`src/rtl/cop_trap_pkg.sv`:
```
// Shared types for the coprocessor trap sequencer.
// Assumes a byte-wide data path; the state list fixes the microsequence order.
package cop_trap_pkg;

    typedef enum logic [3:0] {
        ST_IDLE,
        ST_ZPRD,
        ST_OPLD,
        ST_PUSHH,
        ST_PUSHL,
        ST_PUSHP,
        ST_VECL,
        ST_VECH,
        ST_JUMP
    } cop_state_e;

endpackage

```
`src/rtl/cop_trap_ctrl.sv`:
```
// Microsequence controller: recognises the two trap opcodes while idle and
// steps through the fixed state list. It assumes the datapath captures the
// context in the same cycle that `accept` is high.
module cop_trap_ctrl
    import cop_trap_pkg::*;
#(
    parameter int              DATA_W  = 8,
    parameter logic [DATA_W-1:0] OPC_IMM = 8'h02,
    parameter logic [DATA_W-1:0] OPC_ZP  = 8'h42
) (
    input  logic              clk,
    input  logic              rst_n,
    input  logic              start,
    input  logic [DATA_W-1:0] opcode,
    output cop_state_e        state,
    output logic              accept,
    output logic              accept_zp
);

    cop_state_e state_nx;

    // Opcode match is only honoured in the idle state.
    always_comb begin
        accept_zp = start && (opcode == OPC_ZP);
        accept    = (state == ST_IDLE) && start &&
                    ((opcode == OPC_IMM) || (opcode == OPC_ZP));
    end

    // Next-state selection along the fixed trap sequence.
    always_comb begin
        case (state)
            ST_IDLE:  state_nx = accept ? (accept_zp ? ST_ZPRD : ST_OPLD) : ST_IDLE;
            ST_ZPRD:  state_nx = ST_OPLD;
            ST_OPLD:  state_nx = ST_PUSHH;
            ST_PUSHH: state_nx = ST_PUSHL;
            ST_PUSHL: state_nx = ST_PUSHP;
            ST_PUSHP: state_nx = ST_VECL;
            ST_VECL:  state_nx = ST_VECH;
            ST_VECH:  state_nx = ST_JUMP;
            default:  state_nx = ST_IDLE;
        endcase
    end

    // State register with synchronous reset.
    always_ff @(posedge clk) begin
        if (!rst_n) state <= ST_IDLE;
        else        state <= state_nx;
    end

    // once started, the sequence never falls back to idle early.
    p_seq_progress_r8: assert property (@(posedge clk) disable iff (!rst_n)
        (state != ST_IDLE && state != ST_JUMP) |=> (state != ST_IDLE));

endmodule

```
`src/rtl/cop_trap_dpath.sv`:
```
// Trap datapath: holds the captured context, the working stack pointer and
// the low vector byte, and decodes the state into bus and load strobes.
// It assumes read data arrives one cycle after a read strobe.
module cop_trap_dpath
    import cop_trap_pkg::*;
#(
    parameter int                DATA_W     = 8,
    parameter logic [2*DATA_W-1:0] VEC_BASE = 16'hFFE6,
    parameter logic [DATA_W-1:0] STACK_PAGE = 8'h01,
    parameter int                BRK_BIT    = 4,
    parameter int                IRQ_BIT    = 2,
    parameter int                DEC_BIT    = 3
) (
    input  logic                clk,
    input  logic                rst_n,
    input  cop_state_e          state,
    input  logic                accept,
    input  logic                accept_zp,
    input  logic [DATA_W-1:0]   operand,
    input  logic [2*DATA_W-1:0] pc_ret,
    input  logic [DATA_W-1:0]   status_in,
    input  logic [DATA_W-1:0]   sp_in,
    input  logic [DATA_W-1:0]   mem_rdata,
    output logic [2*DATA_W-1:0] mem_addr,
    output logic                mem_we,
    output logic                mem_re,
    output logic [DATA_W-1:0]   mem_wdata,
    output logic                sel_ld,
    output logic [DATA_W-1:0]   sel_val,
    output logic                sp_ld,
    output logic [DATA_W-1:0]   sp_val,
    output logic                p_ld,
    output logic [DATA_W-1:0]   p_val,
    output logic                pc_ld,
    output logic [2*DATA_W-1:0] pc_val
);

    localparam int                ADDR_W   = 2 * DATA_W;
    localparam logic [ADDR_W-1:0] VEC_HI   = VEC_BASE + ADDR_W'(1);
    localparam logic [DATA_W-1:0] BRK_MASK = DATA_W'(1) << BRK_BIT;
    localparam logic [DATA_W-1:0] IRQ_MASK = DATA_W'(1) << IRQ_BIT;
    localparam logic [DATA_W-1:0] DEC_MASK = DATA_W'(1) << DEC_BIT;

    logic [ADDR_W-1:0] ctx_pc;
    logic [DATA_W-1:0] ctx_p;
    logic [DATA_W-1:0] ctx_opnd;
    logic              ctx_zp;
    logic [DATA_W-1:0] sp_q;
    logic [DATA_W-1:0] vec_lo;
    logic              pushing;

    // Capture the instruction context at acceptance.
    always_ff @(posedge clk) begin
        if (!rst_n) begin
            ctx_pc   <= '0;
            ctx_p    <= '0;
            ctx_opnd <= '0;
            ctx_zp   <= 1'b0;
        end else if (accept) begin
            ctx_pc   <= pc_ret;
            ctx_p    <= status_in;
            ctx_opnd <= operand;
            ctx_zp   <= accept_zp;
        end
    end

    // Working stack pointer: loaded at acceptance, decremented per push.
    always_ff @(posedge clk) begin
        if (!rst_n)       sp_q <= '0;
        else if (accept)  sp_q <= sp_in;
        else if (pushing) sp_q <= sp_q - DATA_W'(1);
    end

    // Hold the low vector byte until the high byte returns.
    always_ff @(posedge clk) begin
        if (!rst_n)                 vec_lo <= '0;
        else if (state == ST_VECH)  vec_lo <= mem_rdata;
    end

    // Bus strobes decoded from the state.
    always_comb begin
        pushing = (state == ST_PUSHH) || (state == ST_PUSHL) || (state == ST_PUSHP);
        mem_we  = pushing;
        mem_re  = (state == ST_ZPRD) || (state == ST_VECL) || (state == ST_VECH);
    end

    // Bus address and write data per state.
    always_comb begin
        mem_addr  = '0;
        mem_wdata = '0;
        case (state)
            ST_ZPRD:  mem_addr = {{DATA_W{1'b0}}, ctx_opnd};
            ST_PUSHH: begin
                mem_addr  = {STACK_PAGE, sp_q};
                mem_wdata = ctx_pc[ADDR_W-1:DATA_W];
            end
            ST_PUSHL: begin
                mem_addr  = {STACK_PAGE, sp_q};
                mem_wdata = ctx_pc[DATA_W-1:0];
            end
            ST_PUSHP: begin
                mem_addr  = {STACK_PAGE, sp_q};
                mem_wdata = ctx_p | BRK_MASK;
            end
            ST_VECL:  mem_addr = VEC_BASE;
            ST_VECH:  mem_addr = VEC_HI;
            default:  mem_addr = '0;
        endcase
    end

    // Register-file and program-counter load values.
    always_comb begin
        sel_ld  = (state == ST_OPLD);
        sel_val = ctx_zp ? mem_rdata : ctx_opnd;
        sp_ld   = pushing;
        sp_val  = sp_q - DATA_W'(1);
        p_ld    = (state == ST_PUSHP);
        p_val   = (ctx_p | IRQ_MASK) & ~DEC_MASK;
        pc_ld   = (state == ST_JUMP);
        pc_val  = {mem_rdata, vec_lo};
    end

    // the pushed status byte always carries the break flag.
    p_brk_pushed_r5: assert property (@(posedge clk) disable iff (!rst_n)
        (mem_we && p_ld) |-> mem_wdata[BRK_BIT]);

    // new status has interrupts masked and decimal mode off.
    p_flags_r6: assert property (@(posedge clk) disable iff (!rst_n)
        p_ld |-> (p_val[IRQ_BIT] && !p_val[DEC_BIT]));

endmodule

```
`src/rtl/cop_trap_seq.sv`:
```
// Coprocessor trap sequencer top: ties the controller to the datapath and
// routes the selector load to X or the accumulator by parameter.
// It assumes a single-port synchronous byte bus with one-cycle read latency.
module cop_trap_seq
    import cop_trap_pkg::*;
#(
    parameter int        DATA_W     = 8,
    parameter logic [7:0] OPC_IMM   = 8'h02,
    parameter logic [7:0] OPC_ZP    = 8'h42,
    parameter logic [15:0] VEC_BASE = 16'hFFE6,
    parameter logic [7:0] STACK_PAGE = 8'h01,
    parameter bit        LOAD_TO_X  = 1'b1
) (
    input  logic        clk,
    input  logic        rst_n,
    input  logic        start,
    input  logic [7:0]  opcode,
    input  logic [7:0]  operand,
    input  logic [15:0] pc_ret,
    input  logic [7:0]  status_in,
    input  logic [7:0]  sp_in,
    output logic        busy,
    output logic        done,
    output logic [15:0] mem_addr,
    output logic        mem_we,
    output logic        mem_re,
    output logic [7:0]  mem_wdata,
    input  logic [7:0]  mem_rdata,
    output logic        ld_x,
    output logic        ld_a,
    output logic [7:0]  reg_data,
    output logic        ld_sp,
    output logic [7:0]  sp_out,
    output logic        ld_p,
    output logic [7:0]  p_out,
    output logic        ld_pc,
    output logic [15:0] pc_out
);

    cop_state_e state;
    logic       accept;
    logic       accept_zp;
    logic       sel_ld;

    cop_trap_ctrl #(
        .DATA_W  (DATA_W),
        .OPC_IMM (OPC_IMM),
        .OPC_ZP  (OPC_ZP)
    ) u_ctrl (
        .clk       (clk),
        .rst_n     (rst_n),
        .start     (start),
        .opcode    (opcode),
        .state     (state),
        .accept    (accept),
        .accept_zp (accept_zp)
    );

    cop_trap_dpath #(
        .DATA_W     (DATA_W),
        .VEC_BASE   (VEC_BASE),
        .STACK_PAGE (STACK_PAGE)
    ) u_dpath (
        .clk       (clk),
        .rst_n     (rst_n),
        .state     (state),
        .accept    (accept),
        .accept_zp (accept_zp),
        .operand   (operand),
        .pc_ret    (pc_ret),
        .status_in (status_in),
        .sp_in     (sp_in),
        .mem_rdata (mem_rdata),
        .mem_addr  (mem_addr),
        .mem_we    (mem_we),
        .mem_re    (mem_re),
        .mem_wdata (mem_wdata),
        .sel_ld    (sel_ld),
        .sel_val   (reg_data),
        .sp_ld     (ld_sp),
        .sp_val    (sp_out),
        .p_ld      (ld_p),
        .p_val     (p_out),
        .pc_ld     (ld_pc),
        .pc_val    (pc_out)
    );

    // Status outputs toward the fetch stage.
    always_comb begin
        busy = (state != ST_IDLE);
        done = (state == ST_JUMP);
    end

    // Destination register chosen at elaboration.
    generate
        if (LOAD_TO_X) begin : g_sel_to_x
            assign ld_x = sel_ld;
            assign ld_a = 1'b0;
        end else begin : g_sel_to_a
            assign ld_x = 1'b0;
            assign ld_a = sel_ld;
        end
    endgenerate

    // done coincides with the PC load while still busy.
    p_done_with_pc_r8: assert property (@(posedge clk) disable iff (!rst_n)
        done |-> (ld_pc && busy));

    // fetch is released right after done.
    p_release_r8: assert property (@(posedge clk) disable iff (!rst_n)
        done |=> !busy);

    // an unknown opcode in idle does not start a trap.
    p_ignore_other_r2: assert property (@(posedge clk) disable iff (!rst_n)
        (!busy && start && opcode != OPC_IMM && opcode != OPC_ZP) |=> !busy);

    // every write lands in the stack page.
    p_stack_page_r5: assert property (@(posedge clk) disable iff (!rst_n)
        mem_we |-> (mem_addr[15:8] == STACK_PAGE));

    // back-to-back pushes walk down one byte at a time.
    p_push_descend_r5: assert property (@(posedge clk) disable iff (!rst_n)
        (mem_we && $past(mem_we)) |-> (mem_addr[7:0] == $past(mem_addr[7:0]) - 8'd1));

    // reads and writes never share a cycle.
    p_bus_excl_r5: assert property (@(posedge clk) disable iff (!rst_n)
        $onehot0({mem_we, mem_re}));

    // flags are updated in the cycle before the first vector read.
    p_flags_first_r6: assert property (@(posedge clk) disable iff (!rst_n)
        (mem_re && mem_addr == VEC_BASE) |-> $past(ld_p));

    // the PC load follows the high vector read.
    p_vec_pair_r7: assert property (@(posedge clk) disable iff (!rst_n)
        ld_pc |-> ($past(mem_re) && $past(mem_addr) == VEC_BASE + 16'd1));

endmodule

```
`config.mk`:
```
export PLATFORM = sky130hd
export DESIGN_NAME = cop_trap_seq
export DESIGN_NICKNAME = d
export VERILOG_FILES = /design/src/rtl/cop_trap_pkg.sv /design/src/rtl/cop_trap_ctrl.sv /design/src/rtl/cop_trap_dpath.sv /design/src/rtl/cop_trap_seq.sv
export SDC_FILE = /design/constraint.sdc
export NUM_CORES = 1
export LEC_CHECK = 0
export ABC_AREA = 1
export BUFFER_PORTS_ARGS = -buffer_cell sky130_fd_sc_hd__buf_2
export CAP_MARGIN = 10
export CORE_MARGIN = 4
export CORE_UTILIZATION = 30
export DETAILED_ROUTE_END_ITERATION = 12
export PLACE_DENSITY = 0.64
export SYNTH_ARGS = -nofsm -noshare
export SYNTH_HDL_FRONTEND = slang
export SYNTH_SLANG_ARGS = --single-unit
```
`constraint.sdc`:
```
create_clock -name clk -period 1.6 [get_ports clk]
set_input_delay 0.32 -clock clk [delete_from_list [all_inputs] [get_ports clk]]
set_output_delay 0.32 -clock clk [all_outputs]
set_load 0.05 [all_outputs]
```
==> impl_metrics.prom <==
# TYPE chip_impl_metric gauge
chip_impl_metric{name="timing.critical_path.slowest_cell_delay",unit="ns"} 0.37
chip_impl_metric{name="crit_buf_inv",unit=""} 2
chip_impl_metric{name="hpwl",unit="µm"} 7342
chip_impl_metric{name="hold_slack",unit="ns"} 0.2586
chip_impl_info{name="rsz0062_at_grt",value="yes"} 1
chip_impl_metric{name="dpl_cell_area",unit="mm²"} 0.003981
chip_impl_metric{name="finalHoldViolations",unit=""} 0
chip_impl_info{name="synth_flop_cell",value="sky130_fd_sc_hd__dfxtp_1"} 1
chip_impl_metric{name="die_x",unit="µm"} 105.2
chip_impl_metric{name="synthesis.instances",unit=""} 398
chip_impl_metric{name="wirelength",unit="µm"} 11250
chip_impl_info{name="crit_path_cell_trace",value="inv_4, nor2_4, nand2_4, nor2_4, nand2_1, o221ai_2, buf_6"} 1
chip_impl_metric{name="synth_warnings",unit=""} 0
chip_impl_info{name="clockRootBuffer",value="sky130_fd_sc_hd__clkbuf_8"} 1
chip_impl_metric{name="cellLeakagePower",unit="nW"} 2.266
chip_impl_info{name="hold_path.startpoint",value="status_in[4]"} 1
chip_impl_metric{name="syn2layout_area_growth",unit="%"} 91.04
chip_impl_info{name="worstHoldPathType",value="input pin to flip-flop"} 1
chip_impl_metric{name="finalMaxSlewViolations",unit=""} 0
chip_impl_metric{name="worst_skew_pair.late_latency",unit="ns"} 0.31
chip_impl_metric{name="viasPerCell",unit=""} 4.793
chip_impl_metric{name="globalRouteMet3Util",unit="%"} 5.083
chip_impl_info{name="critical_path.startpoint_type",value="flip-flop"} 1
chip_impl_metric{name="fp.coreArea",unit="mm²"} 0.009240
chip_impl_metric{name="grt_overflow",unit=""} 0
chip_impl_metric{name="rows",unit=""} 35
chip_impl_metric{name="timing.critical_path.fanout_max",unit=""} 8
chip_impl_metric{name="io_buffers",unit=""} 128
chip_impl_metric{name="groute.layer.met2.usage",unit="%"} 29.78
chip_impl_metric{name="achievable-frequency",unit="MHz"} 513.5
chip_impl_metric{name="pwr_density_cell",unit="mW/mm²"} 1007
chip_impl_metric{name="synth_async_sr_flop_share",unit="%"} 0
chip_impl_metric{name="ff_to_ff_setup_slack",unit="ns"} -0.22
chip_impl_metric{name="hold_path_depth",unit=""} 3
chip_impl_metric{name="finalInstanceArea",unit="mm²"} 0.005416
chip_impl_metric{name="antenna-diode-count",unit=""} 0
chip_impl_info{name="worst_path_max_delay_cell",value="sky130_fd_sc_hd__dfxtp_4"} 1
chip_impl_metric{name="finalWeightedCongestion",unit=""} 0.8561
chip_impl_metric{name="post-route-period-util",unit="%"} 121.7
chip_impl_metric{name="synthesis_stage_register_bit_count",unit=""} 53
chip_impl_metric{name="detail_route.drc_violations",unit=""} 0
chip_impl_metric{name="finalWorstPathRequiredPeriod",unit="ns"} 1.947
chip_impl_metric{name="antenna_violating_nets_post_route",unit=""} 0
chip_impl_metric{name="timing.critical_path.arrival",unit="ns"} 1.63
chip_impl_info{name="hold_end",value="u_dpath.ctx_p[4]$_SDFFE_PN0P_"} 1
chip_impl_metric{name="gr-usage-all-layers",unit="%"} 17.22
chip_impl_info{name="timing.critical_path.max_delay_family",value="simple AND/OR/NAND/NOR gates"} 1
chip_impl_metric{name="largest_vdd_supply_drop",unit="µV"} 1106
chip_impl_info{name="launch_point_of_the_worst_path",value="u_ctrl.state[2]$_SDFF_PN0_"} 1
chip_impl_metric{name="ff2ff_path_depth",unit=""} 10
chip_impl_info{name="tritoncts",value="built"} 1
chip_impl_metric{name="number_of_buffers_on_the_longest_clock_path",unit=""} 2
chip_impl_metric{name="drtIter0Drc",unit=""} 154
chip_impl_metric{name="critical_path_depth",unit=""} 7
chip_impl_info{name="gr-max-usage-layer",value="met2"} 1
chip_impl_metric{name="routedWlPerCell",unit="µm"} 16.31
chip_impl_metric{name="hold_fix_buffers_cts",unit=""} 0
chip_impl_metric{name="placement.setup.worst_slack",unit="ns"} -0.1566
chip_impl_metric{name="maximum_capacitance_violations",unit=""} 0
chip_impl_metric{name="floorplan.io_pins",unit=""} 132
chip_impl_metric{name="relSlewSlack",unit="%"} 51.09
chip_impl_metric{name="clkSlewWorstSetupHoldPaths",unit="ns"} 0.10
chip_impl_metric{name="yosysUniqueCellTypes",unit=""} 31
chip_impl_metric{name="grt_util_met1",unit="%"} 20.17
chip_impl_info{name="failed_checks",value="setup timing"} 1
chip_impl_info{name="worst_setup_path_end_kind",value="output pin"} 1
chip_impl_metric{name="syn_std_cell_area",unit="mm²"} 0.002835
chip_impl_metric{name="final_critical_path_setup_slack",unit="ns"} -0.3474
chip_impl_metric{name="design.die.area",unit="mm²"} 0.01107
chip_impl_metric{name="clock-skew-final",unit="ns"} 0.01217
chip_impl_info{name="result_of_the_run",value="finished, violations left"} 1
chip_impl_metric{name="utilization_after_layout",unit="%"} 58.62
chip_impl_metric{name="setup_viol",unit=""} 82
chip_impl_metric{name="seq_area_frac_synth",unit="%"} 37.42
chip_impl_metric{name="tritoncts_num_sinks",unit=""} 53
chip_impl_metric{name="h-tree-depth",unit=""} 2
chip_impl_metric{name="antenna_found_initial",unit=""} 0
chip_impl_metric{name="die_height",unit="µm"} 105.2
chip_impl_metric{name="via_count",unit=""} 3307
chip_impl_metric{name="grt_max_degree",unit=""} 42
chip_impl_info{name="worstSetupPathType",value="flip-flop to output pin"} 1
chip_impl_metric{name="tightest_slew",unit="ns"} 0.7309
chip_impl_metric{name="grt_pass1_wl",unit="µm"} 15360
chip_impl_metric{name="mean_cell_area_of_the_mapped_netlist",unit="µm²"} 7.124
chip_impl_metric{name="cts-buffers-inserted",unit=""} 5
chip_impl_info{name="regToRegEndpoint",value="u_dpath.ctx_pc[12]$_SDFFE_PN0P_"} 1
chip_impl_metric{name="finalNetCount",unit=""} 620
chip_impl_metric{name="post-layout-total-power",unit="mW"} 5.454
chip_impl_info{name="launch_instance_of_the_worst_register_to_register_path",value="u_ctrl.state[1]$_SDFF_PN0_"} 1
chip_impl_metric{name="initial_utilization",unit="%"} 30.68
chip_impl_info{name="crit_path_frequent_cell",value="sky130_fd_sc_hd__nor2_4"} 1
chip_impl_metric{name="required",unit="ns"} 1.28
chip_impl_metric{name="via_count_of_the_first_global_routing_pass",unit=""} 3083
chip_impl_metric{name="synth_enable_flop_cells",unit=""} 0
chip_impl_metric{name="share_of_post_route_cells_with_drive_strength_above_1",unit="%"} 63.28
chip_impl_metric{name="detailedRoute.firstPassIterationCount",unit=""} 4
cells in the final DEF, fill, tap and decap left out, types with 6 or more instances in the layout:
cell type	instances
sky130_fd_sc_hd__nor2_1	45
sky130_fd_sc_hd__nand3_2	6
sky130_fd_sc_hd__nor2_4	13
sky130_fd_sc_hd__buf_6	39
sky130_fd_sc_hd__nand3_1	12
sky130_fd_sc_hd__o21ai_0	15
sky130_fd_sc_hd__o21ai_4	12
sky130_fd_sc_hd__inv_4	6
sky130_fd_sc_hd__nand2_4	9
sky130_fd_sc_hd__inv_1	40
sky130_fd_sc_hd__dfxtp_1	43
sky130_fd_sc_hd__nand2_2	13
sky130_fd_sc_hd__nand2_1	29
sky130_fd_sc_hd__o21ai_2	20
sky130_fd_sc_hd__clkinvlp_4	6
sky130_fd_sc_hd__dfxtp_4	7
sky130_fd_sc_hd__o21ai_1	6
sky130_fd_sc_hd__a21oi_2	21
sky130_fd_sc_hd__a21oi_1	8
sky130_fd_sc_hd__clkbuf_16	6
sky130_fd_sc_hd__buf_2	84
sky130_fd_sc_hd__buf_8	14
sky130_fd_sc_hd__buf_12	13
sky130_fd_sc_hd__nor2_2	6
sky130_fd_sc_hd__o221ai_4	8
sky130_fd_sc_hd__buf_4	34
worst reg2reg max path, cell delays in order (launching register included):
cell and delay [ns]:
sky130_fd_sc_hd__dfxtp_4 0.37, sky130_fd_sc_hd__buf_6 0.12, sky130_fd_sc_hd__nor2_4 0.09, sky130_fd_sc_hd__buf_6 0.12, sky130_fd_sc_hd__buf_6 0.11, sky130_fd_sc_hd__nand2_8 0.07
sky130_fd_sc_hd__nor2_4 0.26, sky130_fd_sc_hd__nand2_4 0.17, sky130_fd_sc_hd__buf_12 0.23, sky130_fd_sc_hd__o21ai_1 0.14, sky130_fd_sc_hd__a21oi_2 0.04
per-layer routing:
layer  up-vias  part of all wire (%)
met2       130                    51
li1       1594                     -
met4         0                   3.1
met3        24                   6.1
met5         -                     0
met1      1559                    40
metrics by stage:
| stage | std cells | setup TNS (ns) |
|---|---|---|
| after floorplan | 399 | -6.268 |
| after global placement | 648 | -1.038 |
| after detailed placement | 648 | -1.718 |
| after CTS | 668 | -9.162 |
| after global routing | 690 | -21.75 |
| final | 690 | -16.50 |
synthesized netlist by cell type (3+ instances only):
cell type	n	area, µm²
sky130_fd_sc_hd__nor2_4	4	45.04
sky130_fd_sc_hd__a21oi_1	22	110.1
sky130_fd_sc_hd__o21ai_0	37	185.2
sky130_fd_sc_hd__dfxtp_1	53	1061
sky130_fd_sc_hd__nor2_1	59	221.5
sky130_fd_sc_hd__o22ai_1	3	18.77
sky130_fd_sc_hd__buf_4	26	195.2
sky130_fd_sc_hd__nand3_1	18	90.09
sky130_fd_sc_hd__o221ai_1	13	113.9
sky130_fd_sc_hd__a21oi_2	7	61.31
sky130_fd_sc_hd__nand2_1	49	183.9
sky130_fd_sc_hd__buf_6	6	67.56
sky130_fd_sc_hd__nand2_2	3	18.77
sky130_fd_sc_hd__o21ai_1	15	75.07
sky130_fd_sc_hd__clkbuf_1	7	26.28
sky130_fd_sc_hd__inv_1	54	202.7
worst max path at each step:
stage               slack, ns           end
finish                  -0.35  mem_wdata[3]
global route            -0.42  mem_wdata[6]
CTS                     -0.34  mem_wdata[7]
detailed placement      -0.16  mem_wdata[7]
global placement        -0.10  mem_wdata[7]
floorplan               -0.37   reg_data[5]
power breakdown:
part / total [mW] / switching, mW / internal (mW)
Combinational: 3.24 / 1.91 / 1.33
Clock: 0.757 / 0.452 / 0.305
Sequential: 1.46 / 0.0722 / 1.38
flip-flops by register name, indices dropped and copies added (netlist names):
name / cells
u_dpath.ctx_pc: 16
u_dpath.ctx_opnd: 8
u_dpath.ctx_p: 8
u_dpath.sp_q: 8
u_dpath.vec_lo: 8
u_ctrl.state: 4
u_dpath.ctx_zp: 1
cells by family after synthesis:
kind of cell / count (synthesis) / share of synthesized area (%)
buf+inv: 97 / 17.96
compound gates: 98 / 20.21
xor+xnor: 2 / 0.6179
simple gates: 145 / 23.08
other cells: 2 / 0.2649
flops: 53 / 37.42
fa+ha+maj: 1 / 0.4412
final cells by class:
class	instances	area [µm²]
repair buffers	193	1758
fillers	798	3824
clock inverters	3	16.27
multi-input cells	250	2054
flip-flops and latches	53	1091
inverters	57	266.5
clock buffers	5	68.82
well taps	129	161.4
what timing repair did:
action / in CTS / in global routing
setup buffers: 12 / 14
cloned: 0 / 10
gates resized for setup: 152 / 142
hold endpoints to repair: 0 / 0
endpoints found under the setup margin: 50 / 96
pin swaps: 18 / 35
(Power assumes the default switching activity.)
